## config.mk

```make
export PLATFORM = sky130hd
export DESIGN_NAME = hsb_pipe_ctrl
export DESIGN_NICKNAME = d
export VERILOG_FILES = /design/src/rtl/hsb_pkg.sv /design/src/rtl/hsb_scoreboard.sv /design/src/rtl/hsb_wb_queue.sv /design/src/rtl/hsb_pipe_ctrl.sv
export SDC_FILE = /design/constraint.sdc
export NUM_CORES = 1
export LEC_CHECK = 0
export ABC_AREA = 1
export BUFFER_PORTS_ARGS = -buffer_cell sky130_fd_sc_hd__buf_2
export CAP_MARGIN = 20
export CORE_UTILIZATION = 30
export DETAILED_ROUTE_END_ITERATION = 7
export PLACE_DENSITY = 0.41
export SYNTH_ARGS = -nofsm -noshare
export SYNTH_HDL_FRONTEND = slang
export SYNTH_SLANG_ARGS = --single-unit
```

## constraint.sdc

```tcl
create_clock -name clk -period 3.5 [get_ports clk]
set_clock_uncertainty 0.15 [all_clocks]
set_input_delay 0.7 -clock clk [delete_from_list [all_inputs] [get_ports clk]]
set_output_delay 0.7 -clock clk [all_outputs]
set_load 0.01 [all_outputs]
```

## src/rtl/hsb_pkg.sv

```systemverilog
package hsb_pkg;
  localparam int IDX_W = 5;
  localparam int NGPR  = 32;
  localparam int NFPR  = 32;
  localparam int NCR   = 8;
  localparam int NREG  = NGPR + NFPR + NCR;
  localparam int SB_W  = $clog2(NREG);

  typedef enum logic [1:0] {
    RF_GPR  = 2'd0,
    RF_FPR  = 2'd1,
    RF_CR   = 2'd2,
    RF_NONE = 2'd3
  } rfile_e;

  typedef struct packed {
    logic             vld;
    rfile_e           file;
    logic [IDX_W-1:0] idx;
  } reg_ref_t;

  typedef struct packed {
    logic            ok;
    logic [SB_W-1:0] slot;
  } sb_ref_t;

  // Flatten (file, index) onto one pending-bit position.
  function automatic sb_ref_t map_reg(input reg_ref_t r);
    sb_ref_t m;
    m.ok   = 1'b0;
    m.slot = '0;
    if (r.vld) begin
      case (r.file)
        RF_GPR: begin m.ok = 1'b1; m.slot = SB_W'(int'(r.idx) % NGPR); end
        RF_FPR: begin m.ok = 1'b1; m.slot = SB_W'(NGPR + (int'(r.idx) % NFPR)); end
        RF_CR:  begin m.ok = 1'b1; m.slot = SB_W'(NGPR + NFPR + (int'(r.idx) % NCR)); end
        default: ;
      endcase
    end
    return m;
  endfunction
endpackage

```

## src/rtl/hsb_scoreboard.sv

```systemverilog
module hsb_scoreboard import hsb_pkg::*; (
  input  logic            clk,
  input  logic            rst_n,
  input  logic            set_en,
  input  logic [SB_W-1:0] set_slot,
  input  logic            clr_en,
  input  logic [SB_W-1:0] clr_slot,
  output logic [NREG-1:0] pend
);
  logic [NREG-1:0] pend_q, pend_d;

  always_comb begin
    pend_d = pend_q;
    if (clr_en) pend_d[clr_slot] = 1'b0;
    if (set_en) pend_d[set_slot] = 1'b1;   // a reservation outranks a clear
  end

  always_ff @(posedge clk or negedge rst_n) begin
    if (!rst_n) pend_q <= '0;
    else        pend_q <= pend_d;
  end

  assign pend = pend_q;

  // a new reservation survives a same-cycle clear of that register
  a_r4_set_wins: assert property (@(posedge clk) disable iff (!rst_n)
    (set_en && clr_en && (set_slot == clr_slot)) |=> pend_q[$past(set_slot)]);
endmodule

```

## src/rtl/hsb_wb_queue.sv

```systemverilog
module hsb_wb_queue import hsb_pkg::*; #(
  parameter int TAG_W  = 8,
  parameter int WB_LAT = 2
) (
  input  logic             clk,
  input  logic             rst_n,
  input  logic             adv,
  input  logic             wr_avail,
  input  logic             in_vld,
  input  logic [TAG_W-1:0] in_tag,
  input  reg_ref_t         in_dst,
  input  logic [SB_W-1:0]  in_slot,
  input  logic             in_need,
  output logic             wb_vld,
  output logic [TAG_W-1:0] wb_tag,
  output logic             ret_vld,
  output reg_ref_t         ret_dst,
  output logic [SB_W-1:0]  ret_slot,
  output logic             wb_stall
);
  localparam int DEPTH = WB_LAT + 1;

  logic             q_vld  [DEPTH];
  logic [TAG_W-1:0] q_tag  [DEPTH];
  reg_ref_t         q_dst  [DEPTH];
  logic [SB_W-1:0]  q_slot [DEPTH];
  logic             q_need [DEPTH];

  logic             s_vld  [DEPTH];
  logic [TAG_W-1:0] s_tag  [DEPTH];
  reg_ref_t         s_dst  [DEPTH];
  logic [SB_W-1:0]  s_slot [DEPTH];
  logic             s_need [DEPTH];

  // Slot k is fed from slot k+1; the farthest slot takes the issued entry.
  for (genvar k = 0; k < DEPTH; k++) begin : g_src
    if (k == DEPTH - 1) begin : g_top
      assign s_vld[k]  = in_vld;
      assign s_tag[k]  = in_tag;
      assign s_dst[k]  = in_dst;
      assign s_slot[k] = in_slot;
      assign s_need[k] = in_need;
    end else begin : g_mid
      assign s_vld[k]  = q_vld[k+1];
      assign s_tag[k]  = q_tag[k+1];
      assign s_dst[k]  = q_dst[k+1];
      assign s_slot[k] = q_slot[k+1];
      assign s_need[k] = q_need[k+1];
    end
  end

  always_ff @(posedge clk or negedge rst_n) begin
    if (!rst_n) begin
      for (int k = 0; k < DEPTH; k++) begin
        q_vld[k]  <= 1'b0;
        q_tag[k]  <= '0;
        q_dst[k]  <= '0;
        q_slot[k] <= '0;
        q_need[k] <= 1'b0;
      end
    end else if (adv) begin
      for (int k = 0; k < DEPTH; k++) begin
        q_vld[k]  <= s_vld[k];
        q_tag[k]  <= s_tag[k];
        q_dst[k]  <= s_dst[k];
        q_slot[k] <= s_slot[k];
        q_need[k] <= s_need[k];
      end
    end
  end

  assign wb_vld   = q_vld[0];
  assign wb_tag   = q_tag[0];
  assign ret_vld  = q_vld[0] & q_need[0] & wr_avail;
  assign wb_stall = q_vld[0] & q_need[0] & ~wr_avail;
  assign ret_dst  = q_dst[0];
  assign ret_slot = q_slot[0];

  // a write waiting for the port keeps its slot unchanged
  a_r6_wb_hold: assert property (@(posedge clk) disable iff (!rst_n)
    wb_stall |=> (q_vld[0] && $stable(q_tag[0])));

  // an entry one step from write-back arrives there on an advance
  a_r2_slot_walk: assert property (@(posedge clk) disable iff (!rst_n)
    (adv && q_vld[1]) |=> (q_vld[0] && (q_tag[0] == $past(q_tag[1]))));
endmodule

```

## src/rtl/hsb_pipe_ctrl.sv

```systemverilog
module hsb_pipe_ctrl import hsb_pkg::*; #(
  parameter int TAG_W  = 8,
  parameter int WB_LAT = 2
) (
  input  logic             clk,
  input  logic             rst_n,
  input  logic             in_vld,
  input  logic [TAG_W-1:0] in_tag,
  input  logic             in_s0_vld,
  input  logic [1:0]       in_s0_file,
  input  logic [IDX_W-1:0] in_s0_idx,
  input  logic             in_s1_vld,
  input  logic [1:0]       in_s1_file,
  input  logic [IDX_W-1:0] in_s1_idx,
  input  logic             in_d_vld,
  input  logic [1:0]       in_d_file,
  input  logic [IDX_W-1:0] in_d_idx,
  input  logic             wr_avail,
  output logic             stall,
  output logic             fe_vld,
  output logic [TAG_W-1:0] fe_tag,
  output logic             de_vld,
  output logic [TAG_W-1:0] de_tag,
  output logic             is_vld,
  output logic [TAG_W-1:0] is_tag,
  output logic             wb_vld,
  output logic [TAG_W-1:0] wb_tag,
  output logic             ret_vld,
  output logic [TAG_W-1:0] ret_tag,
  output logic [1:0]       ret_file,
  output logic [IDX_W-1:0] ret_idx
);
  reg_ref_t in_s0, in_s1, in_ds;
  assign in_s0 = '{vld: in_s0_vld, file: rfile_e'(in_s0_file), idx: in_s0_idx};
  assign in_s1 = '{vld: in_s1_vld, file: rfile_e'(in_s1_file), idx: in_s1_idx};
  assign in_ds = '{vld: in_d_vld,  file: rfile_e'(in_d_file),  idx: in_d_idx};

  // fetch, decode and issue registers
  logic             f_vld_q, f_vld_d, d_vld_q, d_vld_d, i_vld_q, i_vld_d;
  logic [TAG_W-1:0] f_tag_q, f_tag_d, d_tag_q, d_tag_d, i_tag_q, i_tag_d;
  reg_ref_t         f_s0_q, f_s0_d, f_s1_q, f_s1_d, f_ds_q, f_ds_d;
  reg_ref_t         d_s0_q, d_s0_d, d_s1_q, d_s1_d, d_ds_q, d_ds_d;
  reg_ref_t         i_ds_q, i_ds_d;
  logic [SB_W-1:0]  i_slot_q, i_slot_d;
  logic             i_need_q, i_need_d;

  logic [NREG-1:0]  pend;
  sb_ref_t          m0, m1, md;
  logic             haz0, haz1, hazw, dec_stall, wb_stall;
  logic             front_adv, back_adv, set_en;
  logic             q_ret;
  reg_ref_t         q_ret_dst;
  logic [SB_W-1:0]  q_ret_slot;

  assign m0 = map_reg(d_s0_q);
  assign m1 = map_reg(d_s1_q);
  assign md = map_reg(d_ds_q);

  assign haz0      = d_vld_q & m0.ok & pend[m0.slot];
  assign haz1      = d_vld_q & m1.ok & pend[m1.slot];
  assign hazw      = d_vld_q & md.ok & pend[md.slot];
  assign dec_stall = haz0 | haz1 | hazw;

  assign stall     = wb_stall | dec_stall;
  assign back_adv  = ~wb_stall;
  assign front_adv = ~stall;
  assign set_en    = front_adv & d_vld_q & md.ok;

  always_comb begin
    f_vld_d = f_vld_q;  f_tag_d = f_tag_q;
    f_s0_d  = f_s0_q;   f_s1_d  = f_s1_q;  f_ds_d = f_ds_q;
    d_vld_d = d_vld_q;  d_tag_d = d_tag_q;
    d_s0_d  = d_s0_q;   d_s1_d  = d_s1_q;  d_ds_d = d_ds_q;
    i_vld_d = i_vld_q;  i_tag_d = i_tag_q;
    i_ds_d  = i_ds_q;   i_slot_d = i_slot_q; i_need_d = i_need_q;
    if (front_adv) begin
      f_vld_d = in_vld;   f_tag_d = in_tag;
      f_s0_d  = in_s0;    f_s1_d  = in_s1;   f_ds_d = in_ds;
      d_vld_d = f_vld_q;  d_tag_d = f_tag_q;
      d_s0_d  = f_s0_q;   d_s1_d  = f_s1_q;  d_ds_d = f_ds_q;
    end else begin
      // sources found free while waiting count as read
      d_s0_d.vld = d_s0_q.vld & (haz0 | ~d_vld_q);
      d_s1_d.vld = d_s1_q.vld & (haz1 | ~d_vld_q);
    end
    if (back_adv) begin
      if (front_adv) begin
        i_vld_d  = d_vld_q;  i_tag_d = d_tag_q;
        i_ds_d   = d_ds_q;   i_slot_d = md.slot;
        i_need_d = d_vld_q & md.ok;
      end else begin
        i_vld_d  = 1'b0;     // decode hazard: bubble into issue
        i_need_d = 1'b0;
      end
    end
  end

  always_ff @(posedge clk or negedge rst_n) begin
    if (!rst_n) begin
      f_vld_q <= 1'b0; f_tag_q <= '0; f_s0_q <= '0; f_s1_q <= '0; f_ds_q <= '0;
      d_vld_q <= 1'b0; d_tag_q <= '0; d_s0_q <= '0; d_s1_q <= '0; d_ds_q <= '0;
      i_vld_q <= 1'b0; i_tag_q <= '0; i_ds_q <= '0; i_slot_q <= '0; i_need_q <= 1'b0;
    end else begin
      f_vld_q <= f_vld_d; f_tag_q <= f_tag_d; f_s0_q <= f_s0_d; f_s1_q <= f_s1_d; f_ds_q <= f_ds_d;
      d_vld_q <= d_vld_d; d_tag_q <= d_tag_d; d_s0_q <= d_s0_d; d_s1_q <= d_s1_d; d_ds_q <= d_ds_d;
      i_vld_q <= i_vld_d; i_tag_q <= i_tag_d; i_ds_q <= i_ds_d; i_slot_q <= i_slot_d;
      i_need_q <= i_need_d;
    end
  end

  hsb_scoreboard u_sb (
    .clk      (clk),
    .rst_n    (rst_n),
    .set_en   (set_en),
    .set_slot (md.slot),
    .clr_en   (q_ret),
    .clr_slot (q_ret_slot),
    .pend     (pend)
  );

  hsb_wb_queue #(.TAG_W(TAG_W), .WB_LAT(WB_LAT)) u_exq (
    .clk      (clk),
    .rst_n    (rst_n),
    .adv      (back_adv),
    .wr_avail (wr_avail),
    .in_vld   (i_vld_q),
    .in_tag   (i_tag_q),
    .in_dst   (i_ds_q),
    .in_slot  (i_slot_q),
    .in_need  (i_need_q),
    .wb_vld   (wb_vld),
    .wb_tag   (wb_tag),
    .ret_vld  (q_ret),
    .ret_dst  (q_ret_dst),
    .ret_slot (q_ret_slot),
    .wb_stall (wb_stall)
  );

  assign fe_vld   = f_vld_q;
  assign fe_tag   = f_tag_q;
  assign de_vld   = d_vld_q;
  assign de_tag   = d_tag_q;
  assign is_vld   = i_vld_q;
  assign is_tag   = i_tag_q;
  assign ret_vld  = q_ret;
  assign ret_tag  = wb_tag;
  assign ret_file = q_ret_dst.file;
  assign ret_idx  = q_ret_dst.idx;

  // a decode-only hazard sends an empty slot into issue
  a_r7_bubble: assert property (@(posedge clk) disable iff (!rst_n)
    (dec_stall && !wb_stall) |=> !i_vld_q);

  // fetch and decode hold their instructions across a stall
  a_r8_front_hold: assert property (@(posedge clk) disable iff (!rst_n)
    stall |=> ($stable(f_vld_q) && $stable(f_tag_q) && $stable(d_vld_q) && $stable(d_tag_q)));
endmodule

```

# After elaboration in Yosys (flattened, before gate mapping)
# Cells that the tools add are included.
[op_classes] bitwise=25 mux=22 order_cmp=6 reduce_logical=6 addsub=6 n_eq_ne=6
[ops] operator="$mux 72" count=2
[ops] operator="$and 72x72->72" count=1
[ops] operator="$not 72->72" count=1
[ops] operator="$or 72x72->72" count=1
[ops] operator="$pmux 8 s3" count=3
[ops] operator="$lt 7x8->1 const B" count=4
[ops] operator="$mux 8" count=3
[ops] operator="$add 6x5->7 const A" count=3
[ops] operator="$add 7x3->7 const A" count=3
[ops] operator="$bmux 1 s7" count=3
[ops] operator="$demux 1 s7" count=2
[ops] operator="$ge 7x1->1 const B" count=2
[ops] operator="$and 1x1->1" count=13
[ops] operator="$mux 1" count=9
[ops] operator="$eq 2x1->1 const B" count=3
[ops] operator="$eq 2x2->1 const B" count=3
[ops] operator="$logic_not 2->1" count=3
[ops] operator="$or 1x1->1" count=5
[ops] operator="$not 1->1" count=4
[ops] operator="$logic_and 1x1->1" count=2
[ops] operator="$reduce_and 2->1" count=1
[word_totals] register_bits=234 output_inout_bits=53 wordCells=118 input_bits=36

# Longest topological paths before layout
[depth] depth_word=13 depth_mapped=20

# Hierarchy
# A second synthesis with hierarchy kept.
[hier_totals] hier_cells=1719 area_unflattened_um2=12705.9
[by_module_without_submodules] mod="hsb_pipe_ctrl" n_inst=1 area_per_inst_um2=6429.9 cells_each=962
[by_module_without_submodules] mod="hsb_scoreboard" n_inst=1 area_per_inst_um2=3268.1 cells_each=413
[by_module_without_submodules] mod="hsb_wb_queue" n_inst=1 area_per_inst_um2=3007.9 cells_each=344

# Least setup slack after synthesis
# No wires, ideal clock.
[synth_path] kind="reg-to-output" from="register d_ds_q[5] in the netlist's numbering" to="output port stall" n_path_buf=3 t_required_ns=2.650 path_stages_with_launch=18 path_slack_ns=0.662 t_arrival_ns=1.988 path_cell_list="dfrtp_1 -> buf_2 -> nand2_4 -> nand2_1 -> nor2_2 -> buf_4 -> nand2_2 -> nor2_2 -> nand2_1 -> o21ai_1 -> nor2_1 -> nand3_1 -> a21boi_1 -> nand3_1 -> nand2_1 -> nor2_4 -> nand2_2 -> buf_2"
[synth_via] elab_chain_len=8
[synth_rtl] element="start, declared" line_no="hsb_pipe_ctrl.sv:42" text="reg_ref_t d_s0_q, d_s0_d, d_s1_q, d_s1_d, d_ds_q, d_ds_d;"
[synth_rtl] element="start signal, assigned" line_no="hsb_pipe_ctrl.sv:105" text="d_vld_q <= d_vld_d; d_tag_q <= d_tag_d; d_s0_q <= d_s0_d; d_s1_q <= d_s1_d; d_ds_q <= d_ds_d;"
[synth_rtl] element="$eq 2x2->1, or another cell as far along" line_no="hsb_pkg.sv:33" text="case (r.file)"
[synth_rtl] element="$pmux 8 s3 (*)" line_no="hsb_pkg.sv:33"
[synth_rtl] element="$mux 8 (*)" line_no="hsb_pkg.sv:32" text="if (r.vld) begin"
[synth_rtl] element="$bmux 1 s7" line_no="hsb_pipe_ctrl.sv:61" text="assign hazw = d_vld_q & md.ok & pend[md.slot];"
[synth_rtl] element="$mux 1 (implied by the code)" line_no="hsb_pipe_ctrl.sv:61"
[synth_rtl] element="$and 1x1->1 (*)" line_no="hsb_pipe_ctrl.sv:61"
[synth_rtl] element="$or 1x1->1 (*)" line_no="hsb_pipe_ctrl.sv:62" text="assign dec_stall = haz0 | haz1 | hazw;"
[synth_rtl] element="$or 1x1->1 (*)" line_no="hsb_pipe_ctrl.sv:64" text="assign stall = wb_stall | dec_stall;"
[synth_rtl] element="end, declared" line_no="hsb_pipe_ctrl.sv:19" text="output logic stall,"
# Every way passes the cells marked *; elsewhere a longest branch is shown, timed or not. The select of a mux whose other input is x is not followed.

# Worst setup path after layout
[layout_path] from="register d_s0_q[5] in the netlist's numbering" to="output port stall"
[layout_via] elab_chain_len=9
[layout_rtl] element="start, declared" line_no="hsb_pipe_ctrl.sv:42"
[layout_rtl] element="start signal, assigned" line_no="hsb_pipe_ctrl.sv:105"
[layout_rtl] element="$eq 2x2->1, or another cell as far along" line_no="hsb_pkg.sv:33"
[layout_rtl] element="$pmux 8 s3 (*)" line_no="hsb_pkg.sv:33"
[layout_rtl] element="$mux 8 (*)" line_no="hsb_pkg.sv:32"
[layout_rtl] element="$bmux 1 s7" line_no="hsb_pipe_ctrl.sv:59" text="assign haz0 = d_vld_q & m0.ok & pend[m0.slot];"
[layout_rtl] element="$mux 1 (implied by the code)" line_no="hsb_pipe_ctrl.sv:59"
[layout_rtl] element="$and 1x1->1 (*)" line_no="hsb_pipe_ctrl.sv:59"
[layout_rtl] element="$or 1x1->1 (*) (2 in series)" line_no="hsb_pipe_ctrl.sv:62"
[layout_rtl] element="$or 1x1->1 (*)" line_no="hsb_pipe_ctrl.sv:64"
# Marked as above.

==> impl_metrics.ini <==
[timing]
timing_max_transition_violations_final = 0
finalSetupViolations = 1
worst_slew_pin_slew_ns = 0.898
finalHoldViolCount = 0
finalCritPeriodShare = 1.00
grt_setup_unrepaired = true
slew_headroom = 0.402
maxClockFrequency_mhz = 285
layout_min_cycle_time_ns = 3.51
final_critical_path_setup_slack_ns = -0.0107

[setup_path]
type_of_origin_of_the_critical_path = register
reg2reg_to = d_ds_q[5]
cpMaxStageDelayCell = dfrtp_1
cpPeakStageDelay_ns = 0.40
worstPathMaxFanout = 11
crit_arrival_ns = 2.66
endpoint_kind = output pin
critPathKind = reg -> out
rr_startpoint = d_s0_q[5]
critical_path.cell_chain = nand2_2, nand3_4, buf_6, clkbuf_16, o21ai_1, o21ai_1, a21oi_2, nand3_2, a21oi_4, nand2_8, nand2_4, buf_6
slack_of_the_worst_reg_to_reg_path_ns = 0.60
timing.reg2reg.worst_path_depth = 15
cp_data_required_time_ns = 2.65

[global_route]
grt_pass1_wl_um = 74500
antenna_found_initial = 0
global_route.usage.total = 0.223
largest_net_degree_at_the_start_of_global_routing = 92
grt_remaining_overflow = 0
grt_pass1_vias = 11809

[detailed_routing]
route.vias.total = 12437
number_of_violations_reported_at_the_end_of_detailed_routing_iteration_0 = 1094
postRouteAntennaNets = 0
vias_per_cell = 5.12
firstDrtPassIters = 6
wire_per_inst_um = 20.4
remaining_drc_errors = 0
wirelength_um = 49500

[logic_synthesis]
synthXorXnorAreaFrac = 0
synth_top_family_by_area = simple AND/OR/NAND/NOR gates
yosys.area_share.adder = 0
synthMuxAreaShare = 0
synth.distinct_cells = 28
synth.net_count = 1839
yosysWarnings = 0
compound_cell_area_share_of_the_yosys_netlist = 0.0590
count_of_mapped_cells_out_of_synthesis = 1803
synth-simple-area-share = 0.389
post_synth_instance_area_sq_um = 12900
synth_seq_cells = 234
sequential_to_total_area_share_from_yosys_stat = 0.455
syn-mean-instance-area_sq_um = 7.13

[die]
die_area_sq_um = 43700
floorplan.core_area_sq_um = 42100
row_count = 75
die_height_um = 209
initial_core_util = 0.305
horizontal_extent_of_the_die_um = 209
io_pins = 89

[placed_design]
post-place-cells = 2355
port-buffer-count = 88
dp_hpwl_um = 31800
pre_cts_ws_ns = 0.260
place.gp.congestion = 0.912

[hold_path]
worst_hold_path.endpoint = f_s0_q[3]
whs_path_depth = 3
hold_path_startpoint = in_s0_idx[3]
hold_path.class = in -> reg

[pwr]
worst_ir_drop_vdd_mv = 0.919
powerDensity_nw_per_um2 = 1060
power_leakage_nw = 7.76

[final_layout]
post_route_cells_drive_above_1_share = 0.150
final_common_cell = nand2_1
layout.cells.most_common_list = nand2_1 (703), dfrtp_1 (232), nand3_1 (190), inv_1 (122), nand4_1 (111)
layout.cells.non_filler = 2427
finish.utilization = 0.366
nNetsFinal = 1904
antenna_cells_inserted = 0
areaGrowthSynthToFinish_pct = 20.0

[clock_tree]
total_number_of_clock_tree_sinks = 234
path_clk_slew_ns = 0.06
max-clock-path-buffers = 3
h-tree-depth = 1
tritoncts_clock_tree = done
ctsRootBufferMaster = clkbuf_16
number_of_buffers_created_by_cts = 29
clk-insertion-delay-late_ns = 0.59

[outcome]
outcome = finished, violations left
violations_in_the_final_reports = negative setup slack

[flow_run]
max-cap-violations = 0
[report_power, final]
group          leakage [nW]  switching (mW)  internal, mW  total [mW]
Sequential             2.99           0.909          3.82        4.73
Combinational          4.31            5.74          2.92        8.66
Clock                 0.457            1.24          1.68        2.92
[critical path, delay by kind of cell (launching register included)]
kind                   cells  cell delay, ns
and+or+nand+nor            5            0.63
AOI/OAI and AO/OA          4            0.60
buffers and inverters      3            0.43
DFF                        1            0.40
[kinds of logic (layout without fill, tap and decap cells)]
| group | count (synthesis) | in the layout |
|---|---|---|
| compound gates | 143 | 143 |
| buf+inv | 265 | 350 |
| flops | 234 | 234 |
| simple gates | 1161 | 1161 |
[flip-flops by register name, summed over array words and instances, names as in the netlist, 14 cells and up]
register / count
u_exq.q_slot: 14
u_sb.pend: 72
u_exq.q_dst: 14
u_exq.q_tag: 16
[stage by stage]
step | instance area (sq um) | hold slack, ns | setup TNS [ns] | power [mW]
floorplan | 12900 | 0.254 | 0 | 9.93
global placement | 13800 | 0.299 | 0 | 12.6
detailed placement | 13800 | 0.305 | 0 | 12.6
CTS | 15100 | 0.167 | 0 | 16.0
global route | 15400 | 0.185 | -0.118 | 17.6
finish | 15400 | 0.184 | -0.0107 | 16.3
[what timing repair did]
action	in CTS	in global routing
endpoints found under the hold margin	57	0
gates cloned	2	6
gates resized for setup	48	40
hold buffers	1	0
buffers inserted	7	5
pin swaps	1	17
endpoints found under the setup margin	1	1
[routing by layer]
layer | GRT usage | vias up | part of all wire
met5 | 0 | - | 0
met4 | 0.0657 | 0 | 0.028
met3 | 0.0452 | 66 | 0.080
met2 | 0.349 | 468 | 0.44
met1 | 0.311 | 5927 | 0.45
li1 | - | 5976 | -
[final cells by class]
class | count | area [sq um]
Fill cell | 4464 | 26700
Sequential cell | 234 | 5860
Timing Repair Buffer | 164 | 1430
Tap cell | 539 | 674
Clock inverter | 12 | 104
Multi-Input combinational cell | 1304 | 6040
Clock buffer | 39 | 803
Inverter | 135 | 518
[cell usage after synthesis]
cell / number / area [sq um]
inv_2: 4 / 15.0
nand3b_1: 1 / 7.51
nor4_1: 1 / 6.26
buf_2: 47 / 235
or2_2: 2 / 12.5
a21oi_1: 9 / 45.0
inv_1: 130 / 488
nand3_2: 6 / 60.1
o211ai_1: 16 / 120
buf_6: 10 / 113
buf_1: 3 / 11.3
o21ai_0: 105 / 526
buf_4: 29 / 218
nand3_1: 213 / 1070
dfrtp_1: 234 / 5860
nor2_1: 92 / 345
nor2_2: 4 / 25.0
nor2_4: 1 / 11.3
nand2_2: 6 / 37.5
nand2_1: 711 / 2670
clkbuf_1: 41 / 154
and3_1: 1 / 6.26
o21ai_1: 12 / 60.1
a21boi_1: 1 / 7.51
nor3_1: 11 / 55.1
nand4_1: 111 / 694
clkinv_1: 1 / 3.75
nand2_4: 1 / 11.3
[worst max path at each step]
stage	startpoint	to	slack, ns	depth (start not counted)
after floorplan	d_ds_q[5]	stall	0.66	17
after global placement	d_s0_q[5]	stall	0.27	14
after detailed placement	d_s0_q[6]	stall	0.26	14
after CTS	d_ds_q[7]	stall	0.005	17
after global routing	d_s1_q[5]	stall	-0.12	15
final	d_s0_q[5]	stall	-0.01	12
Note: power is estimated with default switching activity, not from simulation.
